==> config.mk <==
export PLATFORM = sky130hd
export DESIGN_NAME = xosc_pwrup_seq
export DESIGN_NICKNAME = d
export VERILOG_FILES = /design/src/rtl/xosc_pkg.sv /design/src/rtl/xosc_tick_counter.sv /design/src/rtl/xosc_delay_match.sv /design/src/rtl/xosc_src_arbiter.sv /design/src/rtl/xosc_pwrup_seq.sv
export SDC_FILE = /design/constraint.sdc
export NUM_CORES = 1
export LEC_CHECK = 0
export ABC_AREA = 1
export BUFFER_PORTS_ARGS = -buffer_cell sky130_fd_sc_hd__buf_4
export CAP_MARGIN = 15
export CORE_UTILIZATION = 51
export CTS_BUF_LIST = sky130_fd_sc_hd__clkbuf_8
export DETAILED_ROUTE_END_ITERATION = 8
export PLACE_DENSITY_LB_ADDON = 0.08
export SLEW_MARGIN = 20
export SYNTH_ARGS = -nofsm -noshare
export SYNTH_HDL_FRONTEND = slang
export SYNTH_HIERARCHICAL = 1
export SYNTH_SLANG_ARGS = --single-unit
==> constraint.sdc <==
create_clock -name clk -period 1.6 [get_ports clk]
set_input_delay 0.32 -clock clk [delete_from_list [all_inputs] [get_ports clk]]
set_output_delay 0.32 -clock clk [all_outputs]
set_load 0.02 [all_outputs]
==> src/rtl/xosc_pkg.sv <==
package xosc_pkg;

    localparam int unsigned REL_CODE_W  = 3;
    localparam int unsigned STAB_CODE_W = 2;

    typedef enum logic {
        SRC_XTAL = 1'b0,
        SRC_RC   = 1'b1
    } src_e;

    typedef struct packed {
        logic stable;
        logic ok;
    } xosc_status_t;

    function automatic int unsigned cnt_width(input int unsigned rel_w);
        return (1 << rel_w) + 1;
    endfunction

endpackage

==> src/rtl/xosc_tick_counter.sv <==
module xosc_tick_counter #(
    parameter int unsigned CNT_W = 9
) (
    input  logic             clk,
    input  logic             rst,
    input  logic             restart,
    input  logic             advance,
    output logic [CNT_W-1:0] count
);
    localparam logic [CNT_W-1:0] SAT_VAL = {1'b1, {(CNT_W-1){1'b0}}};

    always_ff @(posedge clk) begin
        if (rst || restart) begin
            count <= '0;
        end else if (advance && (count != SAT_VAL)) begin
            count <= count + 1'b1;
        end
    end
endmodule

==> src/rtl/xosc_delay_match.sv <==
module xosc_delay_match #(
    parameter int unsigned CODE_W = 2,
    parameter int unsigned CNT_W  = 9
) (
    input  logic [CODE_W-1:0] code,
    input  logic [CNT_W-1:0]  count,
    input  logic              hold_off,
    output logic              reached
);
    localparam int unsigned SH_W = CODE_W + 1;

    logic [SH_W-1:0]  shift_amt;
    logic [CNT_W-1:0] threshold;

    always_comb begin
        shift_amt = SH_W'(code) + SH_W'(1);
        threshold = {{(CNT_W-1){1'b0}}, 1'b1} << shift_amt;
        reached   = !hold_off && (count >= threshold);
    end
endmodule

==> src/rtl/xosc_src_arbiter.sv <==
module xosc_src_arbiter
    import xosc_pkg::*;
(
    input  logic clk,
    input  logic rst,
    input  src_e request,
    input  logic xtal_ready,
    output src_e selected
);
    always_ff @(posedge clk) begin
        if (rst) begin
            selected <= SRC_XTAL;
        end else begin
            unique case (request)
                SRC_RC:   selected <= SRC_RC;
                SRC_XTAL: if (xtal_ready) selected <= SRC_XTAL;
                default:  selected <= selected;
            endcase
        end
    end
endmodule

==> src/rtl/xosc_pwrup_seq.sv <==
module xosc_pwrup_seq
    import xosc_pkg::*;
#(
    parameter int unsigned REL_W  = REL_CODE_W,
    parameter int unsigned STAB_W = STAB_CODE_W
) (
    input  logic              clk,
    input  logic              rst,
    input  logic              ctl_pwdn,
    input  logic              ctl_out_en,
    input  logic              ctl_okdet_en,
    input  logic              ctl_gate_bypass,
    input  logic [REL_W-1:0]  ctl_rel_dly,
    input  logic [STAB_W-1:0] ctl_stab_dly,
    input  logic              ctl_src_sel,
    input  logic              ctl_rc_en,
    input  logic              ref_tick,
    input  logic              osc_pgood,
    output logic              osc_power_on,
    output logic              xtal_clk_en,
    output logic              dig_clk_en,
    output logic              clk_src_sel,
    output logic              rc_clk_on,
    output logic              sts_stable,
    output logic              sts_ok
);
    localparam int unsigned CNT_W = cnt_width(REL_W);

    logic [CNT_W-1:0] tick_cnt;
    logic             stab_hit;
    logic             rel_hit;
    src_e             src_req;
    src_e             src_cur;
    xosc_status_t     status;

    xosc_tick_counter #(.CNT_W(CNT_W)) i_cnt (
        .clk     (clk),
        .rst     (rst),
        .restart (ctl_pwdn),
        .advance (ref_tick && osc_pgood),
        .count   (tick_cnt)
    );

    xosc_delay_match #(.CODE_W(STAB_W), .CNT_W(CNT_W)) i_stab (
        .code     (ctl_stab_dly),
        .count    (tick_cnt),
        .hold_off (ctl_pwdn),
        .reached  (stab_hit)
    );

    xosc_delay_match #(.CODE_W(REL_W), .CNT_W(CNT_W)) i_rel (
        .code     (ctl_rel_dly),
        .count    (tick_cnt),
        .hold_off (ctl_pwdn),
        .reached  (rel_hit)
    );

    assign src_req = ctl_src_sel ? SRC_RC : SRC_XTAL;

    xosc_src_arbiter i_src (
        .clk        (clk),
        .rst        (rst),
        .request    (src_req),
        .xtal_ready (stab_hit),
        .selected   (src_cur)
    );

    always_comb begin
        status.stable = stab_hit;
        status.ok     = ctl_okdet_en && osc_pgood && !ctl_pwdn;
    end

    assign osc_power_on = !ctl_pwdn;
    assign xtal_clk_en  = ctl_out_en && !ctl_pwdn;
    assign dig_clk_en   = ctl_gate_bypass || rel_hit;
    assign clk_src_sel  = (src_cur == SRC_RC);
    assign rc_clk_on    = ctl_rc_en;
    assign sts_stable   = status.stable;
    assign sts_ok       = status.ok;
endmodule

==> flow_metrics.env <==
export IMPL_netlist_area_mm2=0.00111
export IMPL_status="finished, violations left"
export IMPL_postCtsHoldBufs=0
export IMPL_core_area_mm2=0.00200
export IMPL_crit_path_max_fanout=5
export IMPL_syn_area_per_cell_um2=6.12
export IMPL_start_util=0.556
export IMPL_hold_slack_ps=238
export IMPL_io_buffers=19
export IMPL_clock_latency_ps=240
export IMPL_drtPass1Iterations=4
export IMPL_hold_class="in -> reg"
export IMPL_final_nets=254
export IMPL_grt_pass1_vias=1243
export IMPL_post_route_cell_area_mm2=0.00174
export IMPL_pwr_density_cell_mw_per_mm2=422
export IMPL_min_path_cells=2
export IMPL_yosys_warnings=6
export IMPL_wl_per_cell_um=15.3
export IMPL_gp_congestion=0.863
export IMPL_drt_initial_drc_count=35
export IMPL_rsz0062_at_grt="true"
export IMPL_drcViolationCount=0
export IMPL_cts_root_buf="clkbuf_8"
export IMPL_die_width_um=48.7
export IMPL_routed_wl_um=3750
export IMPL_worst_path_most_repeated_cell="nor2_1"
export IMPL_syn_inst=182
export IMPL_finalSetupViolations=3
export IMPL_syn2layout_area_growth_pct=56.3
export IMPL_clkSinkCount=10
export IMPL_leakage_uw=0.000839
export IMPL_cts_max_level=1
export IMPL_die_y_um=48.7
export IMPL_worst_ep_arrival_time_ps=1780
export IMPL_path_cells="buf_4, inv_6, nand3_2, ha_4, nand2_1, nor2_1, nand3_1, nand2_1, nor2_1, nor2_1, or2_4, buf_6"
export IMPL_placed_area_mm2=0.00143
export IMPL_period_share=1.31
export IMPL_antenna_cells=0
export IMPL_vias_per_cell=5.36
export IMPL_rr_worst_depth=12
export IMPL_nFillCells=103
export IMPL_drive_above_1_share=0.404
export IMPL_critPathKind="in -> out"
export IMPL_end_kind="primary output"
export IMPL_max_clock_freq_mhz=476
export IMPL_maxCapViolCount=0
export IMPL_hpwl_um=2100
export IMPL_ys_seq_area_frac=0.180
export IMPL_cpMaxStageDelayCell="ha_4"
export IMPL_fp_row_count=16
export IMPL_die_area_mm2=0.00237
export IMPL_clkSlewWorstSetupHoldPaths_ps=50
export IMPL_ioPinCount=22
export IMPL_finalPower_uw=735
export IMPL_numCtsBuffers=3
export IMPL_peakVddDrop_mv=0.513
export IMPL_cts_max_path_buffers=2
export IMPL_fin_crit_ps=2100
export IMPL_start_kind="input pin"
export IMPL_fin_ws_ps=-502
export IMPL_grt_max_degree=8
export IMPL_synth_cell_types=19
export IMPL_grt_total_usage=0.291
export IMPL_postRouteAntennaNets=0
export IMPL_cp_slowest_stage_delay_ps=280
export IMPL_grt_pass1_wl_um=5230
export IMPL_vias=1312
export IMPL_antenna_found_initial=0
export IMPL_slew_violations=0
export IMPL_critPathRequiredTime_ps=1280
export IMPL_hold_viol=0
export IMPL_ys_ff_latch=10
export IMPL_grt_overflow_total=0
export IMPL_fin_skew_ps=5.60
export IMPL_violations="negative setup slack"
export IMPL_cts_tree="built"
-- flip-flops by register name, summed over array words and instances (netlist names) --
register and flops:
i_src/selected 1, i_cnt/count 9
-- per-layer routing --
metal	vias to the layer above	routed length (um)	GRT usage
met2	50	1980	0.544
met4	0	121	0.157
met3	14	166	0.0597
met5	-	0	0
met1	616	1480	0.297
li1	632	-	-
-- placed cells by master (no fill, tap or decap), types with 2 or more instances in the layout --
cell,synthesis,final
nand2_1,53,45
inv_1,35,31
buf_4,1,23
nor2_1,18,14
ha_4,0,11
nand2_2,2,10
a21oi_1,11,9
nand3_1,15,9
ha_1,19,8
buf_6,0,8
dfxtp_2,0,7
conb_1,3,5
a21oi_2,2,4
nor2_2,2,4
clkbuf_8,0,3
inv_2,2,3
dfxtp_1,10,3
nand3_4,0,3
nand3_2,0,3
nor3_4,2,2
nand4_1,2,2
xor2_1,2,2
nor2_4,0,2
-- final cells by class --
type | instances | area (um^2) | area share
multi-input cells | 136 | 1010 | 0.583
inverters | 37 | 159 | 0.0913
well taps | 27 | 33.8 | 0.0194
flip-flops and latches | 10 | 209 | 0.120
clock buffers | 3 | 41.3 | 0.0237
repair buffers | 32 | 283 | 0.162
-- Yosys cell counts (all sizes together) --
master | n | area (um^2)
nor2 | 20 | 80.1
conb | 3 | 11.3
a21oi | 13 | 72.6
inv | 37 | 139
buf | 1 | 7.51
xor2 | 2 | 17.5
or2 | 1 | 6.26
nor3 | 3 | 37.5
nand2 | 55 | 211
ha | 19 | 238
o21ai | 1 | 5.00
nand3 | 15 | 75.1
dfxtp | 10 | 200
nand4 | 2 | 12.5
-- final timing paths --
kind | slack [ps] | to | startpoint
worst max-delay path | -500 | dig_clk_en | ctl_rel_dly[2]
worst max register to register | -10 | i_src/selected | i_cnt/count[7]
worst min register to register | 460 | i_src/selected | i_src/selected
worst min-delay path | 240 | i_src/selected | rst
-- through the flow --
step	setup slack, ps	std cells	setup TNS, ps	util
6_report	-502	245	-897	0.869
5_1_grt	-592	245	-1080	0.869
4_1_cts	-369	244	-636	0.821
3_5_place_dp	-435	240	-588	0.715
3_3_place_gp	-432	240	-533	0.715
2_1_floorplan	-65.3	184	-65.3	-
-- cells by family after synthesis --
logic type               Yosys count  synth area share
adder cells (fa/ha/maj)           19             0.213
other                              3            0.0101
AO/OA/AOI/OAI                     14            0.0697
AND/OR/NAND/NOR                   96             0.380
buffers and inverters             38             0.131
XOR/XNOR                           2            0.0157
flip-flops                        10             0.180
-- power breakdown --
part           switching [uW]  internal [uW]  total, uW
clock                     105            165        270
sequential               2.61            252        255
combinational             120           89.6        210
-- what timing repair did --
action / in CTS / in global routing
pin swaps: 10 / 11
resized for setup: 30 / 22
setup endpoints to repair: 2 / 3
buffers inserted: 1 / 1
-- worst max-delay path, delay by kind of cell --
kind                     cells  cell delay [ps]
buffers and inverters        3              340
AND/OR/NAND/NOR              8              830
adder cells (fa/ha/maj)      1              280
No activity file was read; power rests on OpenSTA's default activity.
